**config.mk**
```make
export PLATFORM = sky130hd
export DESIGN_NAME = zbt_sram
export DESIGN_NICKNAME = d
export VERILOG_FILES = /design/src/rtl/zbt_pkg.sv /design/src/rtl/zbt_ctrl.sv /design/src/rtl/zbt_lane.sv /design/src/rtl/zbt_array.sv /design/src/rtl/zbt_sram.sv
export SDC_FILE = /design/constraint.sdc
export NUM_CORES = 2
export LEC_CHECK = 0
export ABC_CLOCK_PERIOD_IN_PS = 3800
export BUFFER_PORTS_ARGS = -buffer_cell sky130_fd_sc_hd__buf_2
export CAP_MARGIN = 30
export CORE_MARGIN = 2
export CORE_UTILIZATION = 63
export DETAILED_ROUTE_END_ITERATION = 10
export PLACE_DENSITY = 0.91
export SLEW_MARGIN = 25
export SYNTH_ARGS = -nofsm -noshare
export SYNTH_HDL_FRONTEND = slang
export SYNTH_MEMORY_MAX_BITS = 65536
export SYNTH_SLANG_ARGS = --single-unit
```
**constraint.sdc**
```tcl
create_clock -name clk -period 3.8 [get_ports clk]
set_input_delay 0.57 -clock clk [delete_from_list [all_inputs] [get_ports clk]]
set_output_delay 0.57 -clock clk [all_outputs]
set_load 0.005 [all_outputs]
```
**src/rtl/zbt_pkg.sv**
```systemverilog
`timescale 1ns/1ps
package zbt_pkg;
  typedef enum logic [1:0] {OP_IDLE = 2'd0, OP_READ = 2'd1, OP_WRITE = 2'd2} op_e;

  // low address bits of burst word n from the loaded start
  function automatic logic [1:0] burst_low(input logic [1:0] start, input logic [1:0] n,
                                           input logic ilv);
    return ilv ? (start ^ n) : (start + n);
  endfunction
endpackage

```
**src/rtl/zbt_ctrl.sv**
```systemverilog
`timescale 1ns/1ps
module zbt_ctrl
  import zbt_pkg::*;
#(
  parameter int AW    = 8,
  parameter int LANES = 2
) (
  input  logic             clk,
  input  logic             rst,
  input  logic             ce,
  input  logic             sleep,
  input  logic             load,
  input  logic             sel,
  input  logic             rw,
  input  logic [LANES-1:0] be_n,
  input  logic             ilv,
  input  logic [AW-1:0]    addr,
  output op_e              dp_op,
  output logic [AW-1:0]    dp_addr,
  output logic [LANES-1:0] dp_be_n
);
  op_e           last_op;
  logic [AW-1:0] base;
  logic [1:0]    cnt;
  logic [1:0]    cnt_nx;
  logic [AW-1:0] burst_addr;

  assign cnt_nx     = cnt + 2'd1;
  assign burst_addr = {base[AW-1:2], burst_low(base[1:0], cnt_nx, ilv)};

  always_ff @(posedge clk) begin
    if (rst) begin
      dp_op   <= OP_IDLE;
      last_op <= OP_IDLE;
      dp_addr <= '0;
      dp_be_n <= '1;
      base    <= '0;
      cnt     <= '0;
    end else if (ce) begin
      if (sleep) begin
        dp_op   <= OP_IDLE;
        last_op <= OP_IDLE;
      end else if (load) begin
        if (sel) begin
          dp_op   <= rw ? OP_READ : OP_WRITE;
          last_op <= rw ? OP_READ : OP_WRITE;
          dp_addr <= addr;
          dp_be_n <= be_n;
          base    <= addr;
          cnt     <= '0;
        end else begin
          dp_op   <= OP_IDLE;
          last_op <= OP_IDLE;
        end
      end else begin
        dp_op <= last_op;
        if (last_op != OP_IDLE) begin
          cnt     <= cnt_nx;
          dp_addr <= burst_addr;
          dp_be_n <= be_n;
        end
      end
    end
  end

  // a suspended cycle leaves the data-phase state untouched
  p_suspend_hold_r3: assert property (@(posedge clk) disable iff (rst)
    !ce |=> ($stable(dp_op) && $stable(dp_addr) && $stable(dp_be_n)));

  // an advance never leaves the 4-word group
  p_burst_group_r7: assert property (@(posedge clk) disable iff (rst)
    (ce && !sleep && !load && dp_op != OP_IDLE)
      |=> (dp_addr[AW-1:2] == $past(dp_addr[AW-1:2])));

  // an advance after a deselect stays idle
  p_adv_noop_r6: assert property (@(posedge clk) disable iff (rst)
    (ce && !sleep && !load && last_op == OP_IDLE) |=> (dp_op == OP_IDLE));
endmodule

```
**src/rtl/zbt_lane.sv**
```systemverilog
`timescale 1ns/1ps
module zbt_lane #(
  parameter int AW = 8,
  parameter int W  = 9
) (
  input  logic          clk,
  input  logic          rst,
  input  logic          we,
  input  logic [AW-1:0] addr,
  input  logic [W-1:0]  wdata,
  output logic [W-1:0]  rdata
);
  localparam int DEPTH = 1 << AW;

  logic [W-1:0]     mem [DEPTH];
  logic [DEPTH-1:0] written;

  always_ff @(posedge clk) begin
    if (we) mem[addr] <= wdata;
  end

  always_ff @(posedge clk) begin
    if (rst)     written       <= '0;
    else if (we) written[addr] <= 1'b1;
  end

  assign rdata = written[addr] ? mem[addr] : '0;
endmodule

```
**src/rtl/zbt_array.sv**
```systemverilog
`timescale 1ns/1ps
module zbt_array #(
  parameter int AW     = 8,
  parameter int LANE_W = 9,
  parameter int LANES  = 2
) (
  input  logic                    clk,
  input  logic                    rst,
  input  logic                    we,
  input  logic [LANES-1:0]        be_n,
  input  logic [AW-1:0]           addr,
  input  logic [LANES*LANE_W-1:0] wdata,
  output logic [LANES*LANE_W-1:0] rdata
);
  for (genvar g = 0; g < LANES; g++) begin : g_lane
    zbt_lane #(.AW(AW), .W(LANE_W)) u_lane (
      .clk   (clk),
      .rst   (rst),
      .we    (we && !be_n[g]),
      .addr  (addr),
      .wdata (wdata[g*LANE_W +: LANE_W]),
      .rdata (rdata[g*LANE_W +: LANE_W])
    );
  end
endmodule

```
**src/rtl/zbt_sram.sv**
```systemverilog
`timescale 1ns/1ps
module zbt_sram
  import zbt_pkg::*;
#(
  parameter int AW     = 8,
  parameter int LANE_W = 9,
  parameter int LANES  = 2
) (
  input  logic                    clk,
  input  logic                    rst,
  input  logic                    clk_en_n,
  input  logic                    cs1_n,
  input  logic                    cs2,
  input  logic                    cs3_n,
  input  logic                    adv,
  input  logic                    rw,
  input  logic [LANES-1:0]        byte_we_n,
  input  logic                    burst_ilv,
  input  logic                    oe_n,
  input  logic                    sleep,
  input  logic [AW-1:0]           addr,
  input  logic [LANES*LANE_W-1:0] din,
  output logic [LANES*LANE_W-1:0] dout,
  output logic                    dout_en
);
  op_e              dp_op;
  logic [AW-1:0]    dp_addr;
  logic [LANES-1:0] dp_be_n;
  logic             sel_all;
  logic             ce;

  assign ce      = !clk_en_n;
  assign sel_all = !cs1_n && cs2 && !cs3_n;

  zbt_ctrl #(.AW(AW), .LANES(LANES)) u_ctrl (
    .clk     (clk),
    .rst     (rst),
    .ce      (ce),
    .sleep   (sleep),
    .load    (!adv),
    .sel     (sel_all),
    .rw      (rw),
    .be_n    (byte_we_n),
    .ilv     (burst_ilv),
    .addr    (addr),
    .dp_op   (dp_op),
    .dp_addr (dp_addr),
    .dp_be_n (dp_be_n)
  );

  zbt_array #(.AW(AW), .LANE_W(LANE_W), .LANES(LANES)) u_array (
    .clk   (clk),
    .rst   (rst),
    .we    (ce && dp_op == OP_WRITE),
    .be_n  (dp_be_n),
    .addr  (dp_addr),
    .wdata (din),
    .rdata (dout)
  );

  assign dout_en = !oe_n && !sleep && (dp_op == OP_READ);

  // bus released after a deselect load
  p_release_desel_r5: assert property (@(posedge clk) disable iff (rst)
    (ce && !sleep && !adv && !sel_all) |=> !dout_en);

  // bus released after a write load
  p_release_write_r5: assert property (@(posedge clk) disable iff (rst)
    (ce && !sleep && !adv && sel_all && !rw) |=> !dout_en);

  // output enable floats the bus in the same cycle
  p_oe_float_r9: assert property (@(posedge clk) disable iff (rst)
    oe_n |-> !dout_en);

  // sleep keeps the bus floating
  p_sleep_quiet_r10: assert property (@(posedge clk) disable iff (rst)
    sleep |-> !dout_en);
endmodule

```
==> results of run 1 <==
routing by layer:
layer,GRT usage,GRT overflow
met1,0.614,7
met2,0.771,37
met3,0.570,14
met4,0.622,62
met5,0.354,3
synthesized netlist by cell type, drive strengths merged (11+ instances only):
master | number | share of area
edfxtp | 4608 | 0.70
nor2 | 1523 | 0.029
mux4 | 1419 | 0.16
dfxtp | 542 | 0.055
buf | 293 | 0.0091
clkbuf | 276 | 0.0052
mux2i | 236 | 0.012
nand2 | 167 | 0.0032
a22oi | 106 | 0.0040
nand3 | 73 | 0.0018
nor2b | 49 | 0.0016
a21oi | 38 | 0.00096
o21ba | 32 | 0.0016
a211oi | 30 | 0.0011
o22ai | 30 | 0.00095
mux2 | 28 | 0.0016
o221ai | 25 | 0.0011
nor4 | 23 | 0.00073
and2 | 16 | 0.00051
a32oi | 15 | 0.00066
a31oi | 14 | 0.00044
a2111oi | 13 | 0.00067
a221oi | 13 | 0.00058
and3 | 13 | 0.00041
and4 | 13 | 0.00058
a22o | 12 | 0.00053
nand2b | 12 | 0.00038
nor3 | 11 | 0.00030
o211ai | 11 | 0.00042
through the flow:
step / instance area [um2] / TNS [ns] / hold slack [ns] / utilization / instances
3_5_place_dp: 211000 / -6.70 / 0.453 / 0.677 / 14600
4_1_cts: 230000 / -20.46 / 0.0594 / 0.736 / 15500
3_3_place_gp: 211000 / -5.01 / 0.442 / 0.677 / 14600
2_1_floorplan: 198000 / 0 / 0.435 / - / 9740
what timing repair did:
item | in CTS
pin swaps | 30
hold buffers | 24
resized for setup | 276
endpoints found under the hold margin | 53
cloned | 13
buffers inserted | 56
setup endpoints to repair | 18
cells by family after synthesis:
kind of cell,count (synthesis),share of synthesized area
buffers and inverters,577,0.0144
adders and majority gates,1,0.0000633
DFF,5150,0.755
and+or+nand+nor,1947,0.0403
muxes,1683,0.175
xor gates and xnor gates,3,0.000133
AOI/OAI and AO/OA,379,0.0149
==> metrics.sh, run 1 <==
PORT_BUFFERS=57
GLOBAL_ROUTE.OVERFLOW_TOTAL=123
DETAILEDPLACE.WORSTSLACK_NS=-0.608
CLOCK_ROOT_BUFFER='clkbuf_16'
TOOL.ERROR='[ERROR GRT-0232] Routing congestion too high. Check the congestion heatmap in the GUI.'
POSTSYNTHNETCOUNT=9780
CLOCK_SINK_TOTAL=5150
ASYNC_RESET_FF_FRAC=0
IOS=58
TOTAL_OF_FLIP_FLOPS_PLUS_LATCHES_AFTER_SYNTHESIS=5150
FP.DIEH_UM=564
H_TREE_LEVEL_COUNT=5
MEAN_CELL_AREA_OF_THE_MAPPED_NETLIST_UM2=20.3
YOSYS.CELL_TYPES.COUNT=68
EDFF_COUNT_SYNTH=4608
POST_SYNTHESIS_CELL_AREA_UM2=198000
INITIAL_CORE_UTIL=0.634
CTS_INSERTED_BUFFERS=469
GLOBAL_ROUTE.USAGE.TOTAL=0.644
SYNTH_TOP_FLOP_CELL='edfxtp_1'
SYNTH-SEQ-AREA-SHARE=0.755
SYNTH-WARNING-COUNT=0
STATUS='aborted with a tool error'
GPL.FINAL_WEIGHTED_CONGESTION=0.969
SYNTHESIZED_INSTANCE_COUNT=9740
STOP_STAGE='global routing (5_1_grt)'
DPL.HPWL_UM=384000
ROWS=205
CLK_PATH_BUF_DEPTH=4
GRT_START_MAX_NET_PINS=141
FLOORPLAN.DIE.WIDTH_UM=564
==> run 2, diff against run 1 <==
--- a/config.mk
+++ b/config.mk
@@ -9,9 +9,9 @@
 export BUFFER_PORTS_ARGS = -buffer_cell sky130_fd_sc_hd__buf_2
 export CAP_MARGIN = 30
 export CORE_MARGIN = 2
-export CORE_UTILIZATION = 63
+export CORE_UTILIZATION = 40
 export DETAILED_ROUTE_END_ITERATION = 10
-export PLACE_DENSITY = 0.91
+export PLACE_DENSITY_LB_ADDON = 0.15
 export SLEW_MARGIN = 25
 export SYNTH_ARGS = -nofsm -noshare
 export SYNTH_HDL_FRONTEND = slang
==> run 2 against run 1 <==
The flow now finishes, with violations (setup timing). Synthesized area unchanged. Synthesized cell count stayed put.
==> metrics.sh, run 2 <==
IRDROPWORSTVDD_mV=0.517
MOST_FREQUENT_CELL_AFTER_SYNTHESIS='edfxtp_1'
CLK_PATH_BUF_DEPTH=4  # unchanged
TIMING.CRITICAL_PATH.ARRIVAL_NS=4.50
WORST-ENDPOINT-REQUIRED_NS=3.23
TOP_REGS='u_array.g_lane.u_lane.mem x4608, u_array.g_lane.u_lane.written x512'
POSTLAYOUTCOREUTIL=0.484
GRT_FIRST_PASS_WIRELENGTH_UM=825000
FLOORPLAN.DIE.WIDTH_UM=707  # +25%
SYNTH_TOP_CELL_AREA_SHARE=0.700  # unchanged
ANTENNA_FOUND_INITIAL=24
FINALWORSTSETUPSLACK_NS=-1.27
FIN_SETUP_TNS_NS=-20.60
MOST_FREQUENT_STANDARD_CELL_IN_THE_LAYOUT_EXCLUDING_FILL_AND_TAP_CELLS='edfxtp_1'
SEQUENTIALPOWERSHARE=0.526
MAXSLEWVIOLCOUNT=0
PATH_CLASS='reg -> out'
TRITONCTS='yes'
FINAL_WORST_CLOCK_SKEW_NS=0.0859
TIMING.CRITICAL_PATH.TO_TYPE='output port'
MAX_FREQ_MHz=197
CLOCK_ROOT_BUFFER='clkbuf_16'
POST_SYNTHESIS_CELL_AREA_UM2=198000  # unchanged
SYNTH-WARNING-COUNT=0  # unchanged
VIASPERCELL=5.73
WORSTSETUPSTARTPOINTTYPE='register'
CTS_INSERTED_BUFFERS=555  # +18%
SETUP_REPAIR_AFTER_GLOBAL_ROUTING_MISSED_ITS_MARGIN='true'
SLEW-LIMIT-HEADROOM=0.181
SYNTHESIZED_INSTANCE_COUNT=9740  # unchanged
LARGEST_REGISTER='u_array.g_lane.u_lane.mem'
DRTITER0DRC=12900
ROWS=258  # +26%
AVGROUTEDWIREPERCELL_UM=32.4
FP.DIEH_UM=707  # +25%
SYN2LAYOUT_AREA_GROWTH_PCT=20.6
YOSYSTOPAREACELL='edfxtp_1'
P_LEAK_nW=76.4
POSTSYNTHNETCOUNT=9780  # unchanged
FINALNETCOUNT=11400
FP.COREAREA_UM2=493000
DRT_WL_TOTAL_UM=595000
DRT_PRE_ANTENNA_ITERS=6
CLK-INSERTION-DELAY-LATE_NS=1.09
SYNTH-SEQ-AREA-SHARE=0.755  # unchanged
ANT_NETS=0
PORT_BUFFERS=57  # unchanged
MAX_SLEW.WORST_PIN.SLEW_NS=1.23
MEAN_CELL_AREA_OF_THE_MAPPED_NETLIST_UM2=20.3  # unchanged
YOSYS.CELL_TYPES.COUNT=68  # unchanged
SYNTH_TOP_FLOP_CELL='edfxtp_1'
EDFF_COUNT_SYNTH=4608  # unchanged
CLOCK_POWER_SHARE=0.453
GPL.FINAL_WEIGHTED_CONGESTION=0.862  # -11%
DRC_ERRORS=0
FINALHOLDWORSTSLACK_NS=0.0668
FILL_COUNT=40200
MIN-DELAY-PATH-CLASS='in -> reg'
DIE_AREA_UM2=500000
ROUTE.VIAS.TOTAL=105000
POST_ROUTE_MINIMUM_PERIOD_NS=5.07
GLOBAL_ROUTE.USAGE.TOTAL=0.233
GRT_START_MAX_NET_PINS=153
STATUS='finished with violations'
FINAL_DESIGN_AREA_NO_FILL_UM2=238000
ASYNC_RESET_FF_FRAC=0  # unchanged
INTERNAL_POWER_CONSUMPTION_mW=92.5
FINALCRITPERIODSHARE=1.33
SWITCHING_COMPONENT_OF_THE_POWER_mW=24.6
CLOCK_SINK_TOTAL=5150  # unchanged
VIA_COUNT_OF_THE_FIRST_GLOBAL_ROUTING_PASS=105000
FINALSETUPVIOLATIONS=18
DPL.HPWL_UM=386000  # +0.51%
GLOBAL_ROUTE.OVERFLOW_TOTAL=0
DRIVE_GT1_FRAC=0.351
SYNTH_AREA_LEADERS='edfxtp_1 70%, mux4_2 16%, dfxtp_1 5.5%'
NUMBER_OF_FLIP_FLOPS_IN_THE_LARGEST_REGISTER=4608
POWER.TOTAL_mW=117
P_SW_FRAC=0.210
IOS=58  # unchanged
COMB_POWER_SHARE=0.021
COMMONEST_NON_FILL_NON_TAP_CELLS_IN_THE_LAYOUT='4,608 x edfxtp_1, 1,513 x nor2_1, 1,419 x mux4_2, 1,299 x buf_4, 573 x clkbuf_16'
POST_DP_CELL_AREA_UM2=216000  # +2.4%
VIOLATIONS='setup timing'
CTS.REPORTEDPATHS.CLKPINSLEW_NS=0.06
DRV_CAP=0
H_TREE_LEVEL_COUNT=6  # +1
INITIAL_CORE_UTIL=0.401  # -0.233
HOLD_VIOL=0
CRITICAL_PATH_FANOUTS_MAX=11
CELL_TYPES_WITH_THE_HIGHEST_COUNTS_AFTER_SYNTHESIS='4,608 x edfxtp_1, 1,523 x nor2_1, 1,419 x mux4_2, 542 x dfxtp_1, 276 x clkbuf_1'
TOTAL_OF_FLIP_FLOPS_PLUS_LATCHES_AFTER_SYNTHESIS=5150  # unchanged
P_PER_AREA_nW_PER_UM2=491
-- run 2: cell counts after synthesis --
Identical to the previous run, type by type.
-- run 2: logic make-up after synthesis --
| logic type | after synthesis | share of synthesized area |
|---|---|---|
| xor+xnor | 3 | 0.000133 |
| simple gates | 1947 | 0.0403 |
| mux | 1683 | 0.175 |
| fa+ha+maj | 1 | 0.0000633 |
| buf+inv | 577 | 0.0144 |
| compound gates | 379 | 0.0149 |
| flops | 5150 | 0.755 |
-- run 2: layout make-up --
cell class | count | area, um2 | area share
clock inverter | 270 | 2850 | 0.0120
tap | 6500 | 8130 | 0.0341
clock buffer | 729 | 15000 | 0.0631
multi-input combinational | 4013 | 47100 | 0.198
sequential | 5150 | 149000 | 0.626
inverter | 8 | 41.3 | 0.000173
antenna | 8 | 20.0 | 0.0000840
timing repair buffer | 1651 | 15900 | 0.0668
-- run 2: stage by stage --
stage / setup slack (ns) / cells
final: -1.27 / 18300
after detailed placement: -1.16 / 17100
after floorplan: 0.594 / 9740
after global routing: -1.35 / 18300
after global placement: -1.27 / 17100
after CTS: -1.41 / 18200
-- run 2: worst paths after layout --
| kind | start | slack (ns) | cells past startpoint | endpoint |
|---|---|---|---|---|
| worst max-delay path | register | -1.27 | 11 | dout[14] |
| worst min-delay path | din[15] | 0.07 | 1 | u_array.g_lane[1].u_lane.mem[175][6] |
| worst max register to register | u_ctrl.dp_addr[2] | 0.55 | 9 | u_array.g_lane[0].u_lane.mem[95][2] |
| worst min register to register | u_ctrl.base[4] | 0.46 | 2 | u_ctrl.base[4] |
-- run 2: power groups by stage --
stage / clock (mW) / combinational (mW) / sequential (mW)
after floorplan: 0 / 0.720 / 62.8
after global placement: 0 / 2.24 / 62.8
after detailed placement: 0 / 2.32 / 62.8
after CTS: 54.1 / 2.42 / 61.6
after global routing: 56.2 / 2.61 / 61.6
final: 53.1 / 2.48 / 61.6
-- run 2: routing by layer --
layer	up-vias	GRT usage	wire, um
met4	2	0.0609	17000
met5	-	0	11
met2	4342	0.370	280000
met3	811	0.0378	44500
met1	56900	0.336	253000
li1	43000	-	-
-- run 2: worst max-delay path, stage by stage (launching register included) --
cell and delay [ns]:
dfxtp_4 0.42, clkbuf_16 0.20, buf_16 0.19, buf_16 0.17, buf_4 0.15, mux4_2 0.52, mux4_2 0.50, a32o_2 0.33
nor4_4 0.48, buf_4 0.23, nor4_4 0.07, buf_2 0.14
-- run 2: what timing repair did --
action                                  in CTS  in global routing
endpoints found under the setup margin      18                 18
gates resized for setup                    169                225
pin swaps                                   18                 61
hold buffers                                18                  0
setup buffers                               67                102
endpoints found under the hold margin      139                  0
gates cloned                                13                 12
Power figures use the tool's default switching activity.
